===== src/rtl/exc_pkg.sv =====
package exc_pkg;
   typedef enum logic [4:0] {
      FT_INTR = 5'd0, FT_TLB_MOD = 5'd1, FT_TLB_REFILL = 5'd2, FT_TLB_INVAL = 5'd3,
      FT_ADDR_ERR = 5'd4, FT_IBUS = 5'd5, FT_DBUS = 5'd6, FT_SYSCALL = 5'd7,
      FT_BREAK = 5'd8, FT_RESV = 5'd9, FT_CP_UNUSE = 5'd10, FT_OVF = 5'd11,
      FT_TRAP = 5'd12, FT_CP2 = 5'd13, FT_MEDIA = 5'd14, FT_WATCH = 5'd15,
      FT_MCHECK = 5'd16, FT_THREAD = 5'd17, FT_CACHE = 5'd18
   } fault_t;

   typedef enum logic [2:0] {
      RS_STATUS = 3'd0, RS_CAUSE = 3'd1, RS_EBASE = 3'd2, RS_EPC = 3'd3,
      RS_BADADDR = 3'd4, RS_ENTRYHI = 3'd5, RS_CONTEXT = 3'd6, RS_NONE = 3'd7
   } reg_sel_t;

   localparam int OFF_W       = 12;
   localparam int ST_LVL_BIT  = 1;
   localparam int ST_BOOT_BIT = 22;
   localparam int CA_VEC_BIT  = 23;
   localparam int CA_CODE_LO  = 2;
   localparam int CA_CP_LO    = 28;
   localparam int CTX_LO      = 4;

   localparam logic [OFF_W-1:0] OFF_REFILL = 12'h000;
   localparam logic [OFF_W-1:0] OFF_GEN    = 12'h180;
   localparam logic [OFF_W-1:0] OFF_IRQ    = 12'h200;
endpackage


===== src/rtl/exc_classify.sv =====
module exc_classify
   import exc_pkg::*;
(
   input  logic [4:0]       ftype,
   input  logic             store,
   input  logic             irq_vec,
   input  logic             in_exc,
   output logic [4:0]       code,
   output logic [OFF_W-1:0] offset,
   output logic             tlb_fault,
   output logic             load_bad,
   output logic             load_cp
);
   always_comb begin
      code      = 5'd10;
      offset    = OFF_GEN;
      tlb_fault = 1'b0;
      load_bad  = 1'b0;
      load_cp   = 1'b0;
      case (fault_t'(ftype))
         FT_INTR:       begin code = 5'd0; offset = irq_vec ? OFF_IRQ : OFF_GEN; end
         FT_TLB_MOD:    begin code = 5'd1; tlb_fault = 1'b1; load_bad = 1'b1; end
         FT_TLB_REFILL: begin
            code = store ? 5'd3 : 5'd2;
            offset = in_exc ? OFF_GEN : OFF_REFILL;
            tlb_fault = 1'b1; load_bad = 1'b1;
         end
         FT_TLB_INVAL:  begin code = store ? 5'd3 : 5'd2; tlb_fault = 1'b1; load_bad = 1'b1; end
         FT_ADDR_ERR:   begin code = store ? 5'd5 : 5'd4; load_bad = 1'b1; end
         FT_IBUS:       code = 5'd6;
         FT_DBUS:       code = 5'd7;
         FT_SYSCALL:    code = 5'd8;
         FT_BREAK:      code = 5'd9;
         FT_RESV:       code = 5'd10;
         FT_CP_UNUSE:   begin code = 5'd11; load_cp = 1'b1; end
         FT_OVF:        code = 5'd12;
         FT_TRAP:       code = 5'd13;
         FT_CP2:        code = 5'd18;
         FT_MEDIA:      code = 5'd22;
         FT_WATCH:      code = 5'd23;
         FT_MCHECK:     code = 5'd24;
         FT_THREAD:     code = 5'd25;
         FT_CACHE:      code = 5'd30;
         default:       code = 5'd10;
      endcase
   end

   // the fast refill slot is used only outside exception level
   always_comb begin
      if (offset == OFF_REFILL)
         p_refill_slot_r3: assert (tlb_fault && !in_exc && code != 5'd1)
            else $error("refill offset chosen outside a first-level refill");
   end
endmodule


===== src/rtl/exc_vector.sv =====
module exc_vector
   import exc_pkg::*;
#(
   parameter int              ADDR_W   = 32,
   parameter logic [ADDR_W-1:0] BOOT_BASE = 32'hBFC0_0200,
   parameter bit              OR_MERGE = 1'b1
) (
   input  logic              boot,
   input  logic [ADDR_W-1:0] ebase,
   input  logic [OFF_W-1:0]  offset,
   output logic [ADDR_W-1:0] vec
);
   localparam int PAD_W = ADDR_W - OFF_W;
   logic [ADDR_W-1:0] off_ext;
   logic [ADDR_W-1:0] prog_vec;

   assign off_ext = {{PAD_W{1'b0}}, offset};

   generate
      if (OR_MERGE) begin : g_or
         // base is 4 KiB aligned, so OR equals the sum
         assign prog_vec = ebase | off_ext;
      end else begin : g_add
         assign prog_vec = ebase + off_ext;
      end
   endgenerate

   assign vec = boot ? (BOOT_BASE + off_ext) : prog_vec;
endmodule


===== src/rtl/exc_entry_unit.sv =====
module exc_entry_unit
   import exc_pkg::*;
#(
   parameter int                ADDR_W    = 32,
   parameter int                ASID_W    = 8,
   parameter int                VPN_W     = 21,
   parameter int                CPID_W    = 2,
   parameter logic [ADDR_W-1:0] BOOT_BASE = 32'hBFC0_0200,
   parameter logic [ADDR_W-1:0] EBASE_RST = 32'h8000_0000,
   parameter bit                OR_MERGE  = 1'b1
) (
   input  logic              clk,
   input  logic              rst_n,
   input  logic              req_valid,
   input  logic [4:0]        req_type,
   input  logic              req_store,
   input  logic [ADDR_W-1:0] req_pc,
   input  logic [ADDR_W-1:0] req_vaddr,
   input  logic [ASID_W-1:0] req_asid,
   input  logic [VPN_W-1:0]  req_vpn,
   input  logic [CPID_W-1:0] req_cpid,
   output logic              busy,
   output logic              redirect_valid,
   output logic [ADDR_W-1:0] redirect_pc,
   input  logic              reg_wr_en,
   input  logic [2:0]        reg_sel,
   input  logic [ADDR_W-1:0] reg_wdata,
   output logic [ADDR_W-1:0] reg_rdata
);
   localparam int VPN2_W   = VPN_W - 2;
   localparam int EHX_LO   = ADDR_W - VPN_W;
   localparam logic [ADDR_W-1:0] STATUS_RST = ADDR_W'(1) << ST_BOOT_BIT;
   localparam logic [ADDR_W-1:0] EBASE_MSK  = ~ADDR_W'((1 << OFF_W) - 1);

   initial begin
      a_vpn_w: assert (VPN_W > 2) else $error("VPN_W too small");
      a_asid_fit: assert (ASID_W <= EHX_LO) else $error("ASID overlaps page field");
      a_ctx_fit: assert (CTX_LO + VPN2_W <= ADDR_W) else $error("context field too wide");
      a_cp_fit: assert (CA_CP_LO + CPID_W <= ADDR_W) else $error("CE field too wide");
      a_ebase_al: assert ((EBASE_RST & ~EBASE_MSK) == '0) else $error("EBASE_RST unaligned");
   end

   logic [ADDR_W-1:0] status_q, cause_q, ebase_q, epc_q, bad_q, eh_q, ctx_q;
   logic              redir_q;
   logic [ADDR_W-1:0] redir_pc_q;

   logic              accept;
   logic [4:0]        code;
   logic [OFF_W-1:0]  offset;
   logic              tlb_fault, load_bad, load_cp;
   logic [ADDR_W-1:0] vec, eh_new, ctx_new;

   assign accept = req_valid && !redir_q;

   exc_classify u_classify (
      .ftype     (req_type),
      .store     (req_store),
      .irq_vec   (cause_q[CA_VEC_BIT]),
      .in_exc    (status_q[ST_LVL_BIT]),
      .code      (code),
      .offset    (offset),
      .tlb_fault (tlb_fault),
      .load_bad  (load_bad),
      .load_cp   (load_cp)
   );

   exc_vector #(
      .ADDR_W    (ADDR_W),
      .BOOT_BASE (BOOT_BASE),
      .OR_MERGE  (OR_MERGE)
   ) u_vector (
      .boot   (status_q[ST_BOOT_BIT]),
      .ebase  (ebase_q),
      .offset (offset),
      .vec    (vec)
   );

   always_comb begin
      eh_new = '0;
      eh_new[ASID_W-1:0]           = req_asid;
      eh_new[EHX_LO +: 2]          = req_vpn[1:0];
      eh_new[ADDR_W-1 -: VPN2_W]   = req_vpn[VPN_W-1:2];
      ctx_new = '0;
      ctx_new[CTX_LO +: VPN2_W]    = req_vpn[VPN_W-1:2];
   end

   always_ff @(posedge clk) begin
      if (!rst_n) begin
         status_q   <= STATUS_RST;
         cause_q    <= '0;
         ebase_q    <= EBASE_RST;
         epc_q      <= '0;
         bad_q      <= '0;
         eh_q       <= '0;
         ctx_q      <= '0;
         redir_q    <= 1'b0;
         redir_pc_q <= '0;
      end else begin
         redir_q <= accept;
         if (accept) begin
            redir_pc_q <= vec;
            status_q[ST_LVL_BIT] <= 1'b1;
            if (!status_q[ST_LVL_BIT]) epc_q <= req_pc;
            cause_q[CA_CODE_LO +: 5] <= code;
            if (load_cp) cause_q[CA_CP_LO +: CPID_W] <= req_cpid;
            if (load_bad) bad_q <= req_vaddr;
            if (tlb_fault) begin
               eh_q  <= eh_new;
               ctx_q <= ctx_new;
            end
         end else if (reg_wr_en) begin
            case (reg_sel_t'(reg_sel))
               RS_STATUS: status_q <= reg_wdata;
               RS_CAUSE:  cause_q  <= reg_wdata;
               RS_EBASE:  ebase_q  <= reg_wdata & EBASE_MSK;
               default:   ;
            endcase
         end
      end
   end

   always_comb begin
      case (reg_sel_t'(reg_sel))
         RS_STATUS:  reg_rdata = status_q;
         RS_CAUSE:   reg_rdata = cause_q;
         RS_EBASE:   reg_rdata = ebase_q;
         RS_EPC:     reg_rdata = epc_q;
         RS_BADADDR: reg_rdata = bad_q;
         RS_ENTRYHI: reg_rdata = eh_q;
         RS_CONTEXT: reg_rdata = ctx_q;
         default:    reg_rdata = '0;
      endcase
   end

   assign busy           = redir_q;
   assign redirect_valid = redir_q;
   assign redirect_pc    = redir_pc_q;

   p_pulse_once_r4: assert property (@(posedge clk) disable iff (!rst_n)
      redirect_valid |=> !redirect_valid);
   p_level_set_r6: assert property (@(posedge clk) disable iff (!rst_n)
      accept |=> status_q[ST_LVL_BIT]);
   p_epc_kept_r6: assert property (@(posedge clk) disable iff (!rst_n)
      accept && status_q[ST_LVL_BIT] |=> $stable(epc_q));
   p_bad_load_r7: assert property (@(posedge clk) disable iff (!rst_n)
      accept && load_bad |=> bad_q == $past(req_vaddr));
   p_boot_base_r2: assert property (@(posedge clk) disable iff (!rst_n)
      accept && status_q[ST_BOOT_BIT] |=> redirect_pc[ADDR_W-1:OFF_W] == BOOT_BASE[ADDR_W-1:OFF_W]);
   p_code_field_r5: assert property (@(posedge clk) disable iff (!rst_n)
      accept |=> cause_q[CA_CODE_LO +: 5] == $past(code));
endmodule


===== config.mk =====
export PLATFORM = sky130hd
export DESIGN_NAME = exc_entry_unit
export DESIGN_NICKNAME = d
export VERILOG_FILES = /design/src/rtl/exc_pkg.sv /design/src/rtl/exc_classify.sv /design/src/rtl/exc_vector.sv /design/src/rtl/exc_entry_unit.sv
export SDC_FILE = /design/constraint.sdc
export NUM_CORES = 1
export LEC_CHECK = 0
export ABC_AREA = 1
export ABC_CLOCK_PERIOD_IN_PS = 3700
export BUFFER_PORTS_ARGS = -buffer_cell sky130_fd_sc_hd__buf_2
export CELL_PAD_IN_SITES_DETAIL_PLACEMENT = 2
export CELL_PAD_IN_SITES_GLOBAL_PLACEMENT = 2
export CORE_MARGIN = 2
export CORE_UTILIZATION = 32
export CTS_BUF_LIST = sky130_fd_sc_hd__clkbuf_16
export DETAILED_ROUTE_END_ITERATION = 7
export MAX_ROUTING_LAYER = met4
export PLACE_DENSITY = 0.94
export SETUP_SLACK_MARGIN = 0.15
export SYNTH_ARGS = -nofsm -noshare
export SYNTH_HDL_FRONTEND = slang
export SYNTH_HIERARCHICAL = 1
export SYNTH_SLANG_ARGS = --single-unit

===== constraint.sdc =====
create_clock -name clk -period 3.7 [get_ports clk]
set_input_delay 0.925 -clock clk [delete_from_list [all_inputs] [get_ports clk]]
set_output_delay 0.925 -clock clk [all_outputs]
set_load 0.005 [all_outputs]

* After elaboration in Yosys (flattened, before gate mapping)
Cells that the tools add are included.
Storage, ports and cells: output and inout bits 66, input bits 140, logic and storage cells 78, register bits 229
Operators by class: muxes and demuxes 19, bitwise operators 3, add/subtract/negate cells 1, eq/ne operators 24, reductions and logical operators 19
Operators with widths (number):
- 32-bit case mux with 7 select lines | 1
- 5-bit case mux with 17 select lines | 1
- 30-bit 2-to-1 mux | 2
- 5-bit by 4-bit equality test with 1-bit output, second input constant | 7
- 32-bit by 12-bit adder with 32-bit output, first input constant | 1
- 32-bit 2-to-1 mux | 1
- 32-bit by 12-bit bitwise OR with 32-bit output | 1
- 12-bit case mux with 2 select lines | 1
- 5-bit by 3-bit equality test with 1-bit output, second input constant | 4
- 5-bit equality test, second input constant | 3
- 3-bit AND reduction | 4
- 5-bit by 2-bit equality test with 1-bit output, second input constant | 2
- 10-bit 2-to-1 mux | 1
- 2-bit AND reduction | 5
- 3-bit equality test, second input constant | 3
- 9-bit 2-to-1 mux | 1
- 2-bit 2-to-1 mux | 4
- 3-bit by 2-bit equality test with 1-bit output, second input constant | 2
- 1-bit 2-to-1 mux | 6
- 2-bit nonzero test | 3
- 5-bit by 1-bit equality test with 1-bit output, second input constant | 1
- 5-bit zero test | 1
- 5-bit 2-to-1 mux | 1
- 4-bit OR reduction | 1
- other kinds (8) | 9

* Depth between registers and ports, before layout
word-level depth 4, mapped depth 12, mapped depth without buffers 12

* By module
Netlist, hierarchy kept.
By module, submodules not included:
- exc_entry_unit | cells an instance 1234, area each 8745.9 um^2, instances 1
- exc_classify | cells an instance 85, area each 437.9 um^2, instances 1
- exc_vector | cells an instance 59, area each 312.8 um^2, instances 1

* Worst setup path after synthesis
No wires, ideal clock.
path type input to output, start input port reg_sel[0], end output port reg_rdata[20], setup slack 1.128 ns, cell stages on the path 8, required time 2.775 ns, arrival 1.647 ns, cell sequence nor2_1 nand2_1 inv_2 buf_2 nand2_1 o21ai_0 nor2_1 nand2_1
On the way: cells in the longest elaborated chain, start to end 2, elaborated cells on any way between the ends 8, those cells by class eq/ne (6); mux (1); reduce/logical (1)
RTL lines:
- start: declaration | RTL line exc_entry_unit.sv:26 | input logic [2:0] reg_sel,
- 3-bit equality test, or another cell as far along | RTL line exc_entry_unit.sv:123 | case (reg_sel_t'(reg_sel))
- 32-bit case mux with 7 select lines (*) | RTL line exc_entry_unit.sv:123
- end: declaration | RTL line exc_entry_unit.sv:28 | output logic [ADDR_W-1:0] reg_rdata
Every way passes the cells marked *; elsewhere a longest branch is shown, timed or not.

* Worst setup path in the final report
start input port reg_sel[0], end output port reg_rdata[11]
Same word-level chain as after synthesis.

==> flow_summary.json <==
{
  "synth_most_common_cell": "nor2_1",
  "clkTransAtPathRegs_ns": 0.06,
  "core_um2": 29400,
  "via_per_inst": 5.323,
  "min_to": "bad_q[28]$_SDFFE_PN0P_",
  "ys_ff_latch": 210,
  "port_buffers": 205,
  "synth_area_leaders": "dfxtp_1 (44%), nor2_1 (11%), o21ai_0 (11%), nand2_1 (7.4%), a21oi_1 (6.0%)",
  "track_usage_pct": 29.13,
  "register_area_um2": 4204,
  "slowest_delay_ns": 0.27,
  "die-area_um2": 31070,
  "post-place-cells": 1917,
  "fmax_mhz": 297.3,
  "grt-ovfl-total": 0,
  "slew_viol_final": 0,
  "avgSynthCellArea_um2": 6.892,
  "vdd_drop_max_uv": 277.7,
  "ys_warn_count": 6,
  "cts_hold_buffers": 0,
  "post_cts_buffers": 0,
  "maxCapViolCount": 0,
  "crit_arrival_ns": 2.44,
  "numCtsBuffers": 25,
  "rsz0062_at_grt": "false",
  "reg2reg_slack_ns": 1.50,
  "final_cells": 1964,
  "die_y_um": 176.3,
  "r2r_start": "busy$_SDFF_PN0_",
  "synth_cell_type_count": 34,
  "netlist_instances": 1378,
  "drt_wl_total_um": 44810,
  "post_dp_cell_area_um2": 10800,
  "hold_class": "register to register",
  "ys.flop_type": "dfxtp_1",
  "final_area_um2": 11570,
  "drc_errors": 0,
  "required_ns": 2.77,
  "critical_path.cell_chain": "buf_2, nor2_1, nand2_1, inv_2, buf_12, nand2_1, nand2_1, inv_1, nand2_1, buf_2",
  "place_hpwl_um": 30350,
  "crit_type": "input port to output pin",
  "start_kind": "input port",
  "whs_ns": 0.4599,
  "synth_enable_flop_cells": 0,
  "timing.final.crit_share_pct": 90.90,
  "synthesis.area_um2": 9497,
  "yosysSeqAreaShare_pct": 44.27,
  "fp-row-count": 63,
  "grt_pass1_wl_um": 67330,
  "status": "complete, no violations",
  "fin_skew_ns": 0.01035,
  "htree_levels": 1,
  "reg2reg_to": "epc_q[24]$_SDFFE_PN0P_",
  "crit_top_cell": "nand2_1",
  "cts.sinks": 210,
  "finalSetupTns_ns": 0,
  "hold_depth": 2,
  "area_growth_pct": 21.82,
  "gp_congestion": 0.8770,
  "async_flop_share_pct": 0,
  "root_buffer": "clkbuf_16",
  "crit_family": "buffers and inverters",
  "final_antenna_net_count": 0,
  "antenna_found_initial": 2,
  "cts.repair.resized": 0,
  "setup.worst_path.end_class": "output pin",
  "powerDensity_nw_per_um2": 470.2,
  "slowest_stage": "inv_2",
  "grt_pass1_vias": 11540,
  "final_layout_size_suffix_gt1_share_pct": 19.53,
  "num_vias": 10460,
  "synth_top_cell_area_share_pct": 44.27,
  "clockBufferDepth": 3,
  "finalHoldViolations": 0,
  "crit_fanout": 24,
  "die-width_um": 176.3,
  "top_level_ports": 206,
  "crit_buf_inv": 5,
  "period_needed_ns": 3.363,
  "finalNetCount": 1695,
  "slew_headroom_pct": 20.54,
  "yosysTopAreaCell": "dfxtp_1",
  "dr.pass1.iters": 5,
  "final_util_pct": 39.35,
  "reg2regPathDepth": 5,
  "clock_latency_ns": 0.54,
  "tritoncts": "yes",
  "multiInputGateArea_um2": 4348,
  "finalSetupViolCount": 0,
  "leakagePower_uw": 0.005293,
  "min_from": "bad_q[28]$_SDFFE_PN0P_",
  "start_util_pct": 32.30,
  "synth_commonest_cells": "nor2_1 (280), dfxtp_1 (210), o21ai_0 (206), nand2_1 (188), inv_1 (121)",
  "drt_iter0_drc": 709,
  "grt_start_max_net_pins": 96,
  "n_fill_cell": 3473,
  "worst_pin_slew_ns": 1.192,
  "wire_per_inst_um": 22.81
}
## per-layer routing
metal / vias up / track usage [%] / routed length, µm / part of all wire [%]
met5: - / - / 0 / 0
met4: 0 / 16.46 / 2641 / 5.9
met3: 160 / 3.898 / 1736 / 3.9
met2: 363 / 50.82 / 22910 / 51
met1: 5184 / 31.98 / 17520 / 39
li1: 4748 / - / - / -
## kinds of logic (layout without fill, tap and decap cells)
group | Yosys count | count (layout) | share of synthesized area, %
buf+inv | 232 | 407 | 10.80
flops | 210 | 210 | 44.27
other cells | 2 | 23 | 0.07908
simple gates | 554 | 554 | 23.83
compound gates | 379 | 379 | 20.88
fa+ha+maj | 1 | 1 | 0.1317
## sequential cells by signal, summed over array words and instances, names as in the netlist
| register | cells |
|---|---|
| ctx_q | 19 |
| redirect_pc | 32 |
| ebase_q | 20 |
| eh_q | 10 |
| status_q | 32 |
| cause_q | 32 |
| bad_q | 32 |
| epc_q | 32 |
| busy | 1 |
## through the flow
| stage | setup slack (ns) | power (µW) |
|---|---|---|
| floorplan | 1.128 | 2769 |
| global placement | 0.5568 | 3013 |
| detailed placement | 0.4353 | 3056 |
| CTS | 0.3505 | 5459 |
| global route | 0.2940 | 5622 |
| finish | 0.3366 | 5439 |
## worst max-delay path by stage
stage,startpoint,end,slack [ns],cells past startpoint
after floorplan,reg_sel[0],reg_rdata[20],1.13,8
after global placement,reg_sel[0],reg_rdata[11],0.56,10
after detailed placement,reg_sel[0],reg_rdata[29],0.44,9
after CTS,reg_sel[0],reg_rdata[11],0.35,10
after global routing,reg_sel[0],reg_rdata[11],0.29,10
final,reg_sel[0],reg_rdata[11],0.34,10
## area by class of cell
cell class | instances | area share, %
clock inverters | 20 | 1.201
well taps | 390 | 4.218
inverters | 136 | 4.413
clock buffers | 25 | 5.408
multi-input cells | 955 | 37.58
flip-flops and latches | 210 | 36.34
repair buffers | 226 | 10.79
diodes | 2 | 0.04326
## tightest hold or removal path, cell delays in order, from the launching register on
cell     delay, ns
dfxtp_1       0.29
inv_1         0.06
a21oi_1       0.06
## power breakdown
| part | switching (µW) | total, µW | internal (µW) |
|---|---|---|---|
| registers | 56.0 | 2420 | 2370 |
| clock network | 1050 | 2410 | 1360 |
| logic | 406 | 607 | 201 |
| total | 1510 | 5440 | 3930 |
## cell usage in the layout (no fill, tap or decap), drive strengths merged, types with 21 or more instances in the layout
| cell | Yosys | final |
|---|---|---|
| dfxtp | 210 | 210 |
| o21ai | 213 | 213 |
| conb | 2 | 21 |
| inv | 135 | 141 |
| o22ai | 37 | 37 |
| buf | 59 | 226 |
| nand3 | 50 | 50 |
| clkbuf | 37 | 25 |
| nand2 | 197 | 197 |
| nor2 | 290 | 290 |
| a21oi | 114 | 114 |
(Power assumes the default switching activity.)
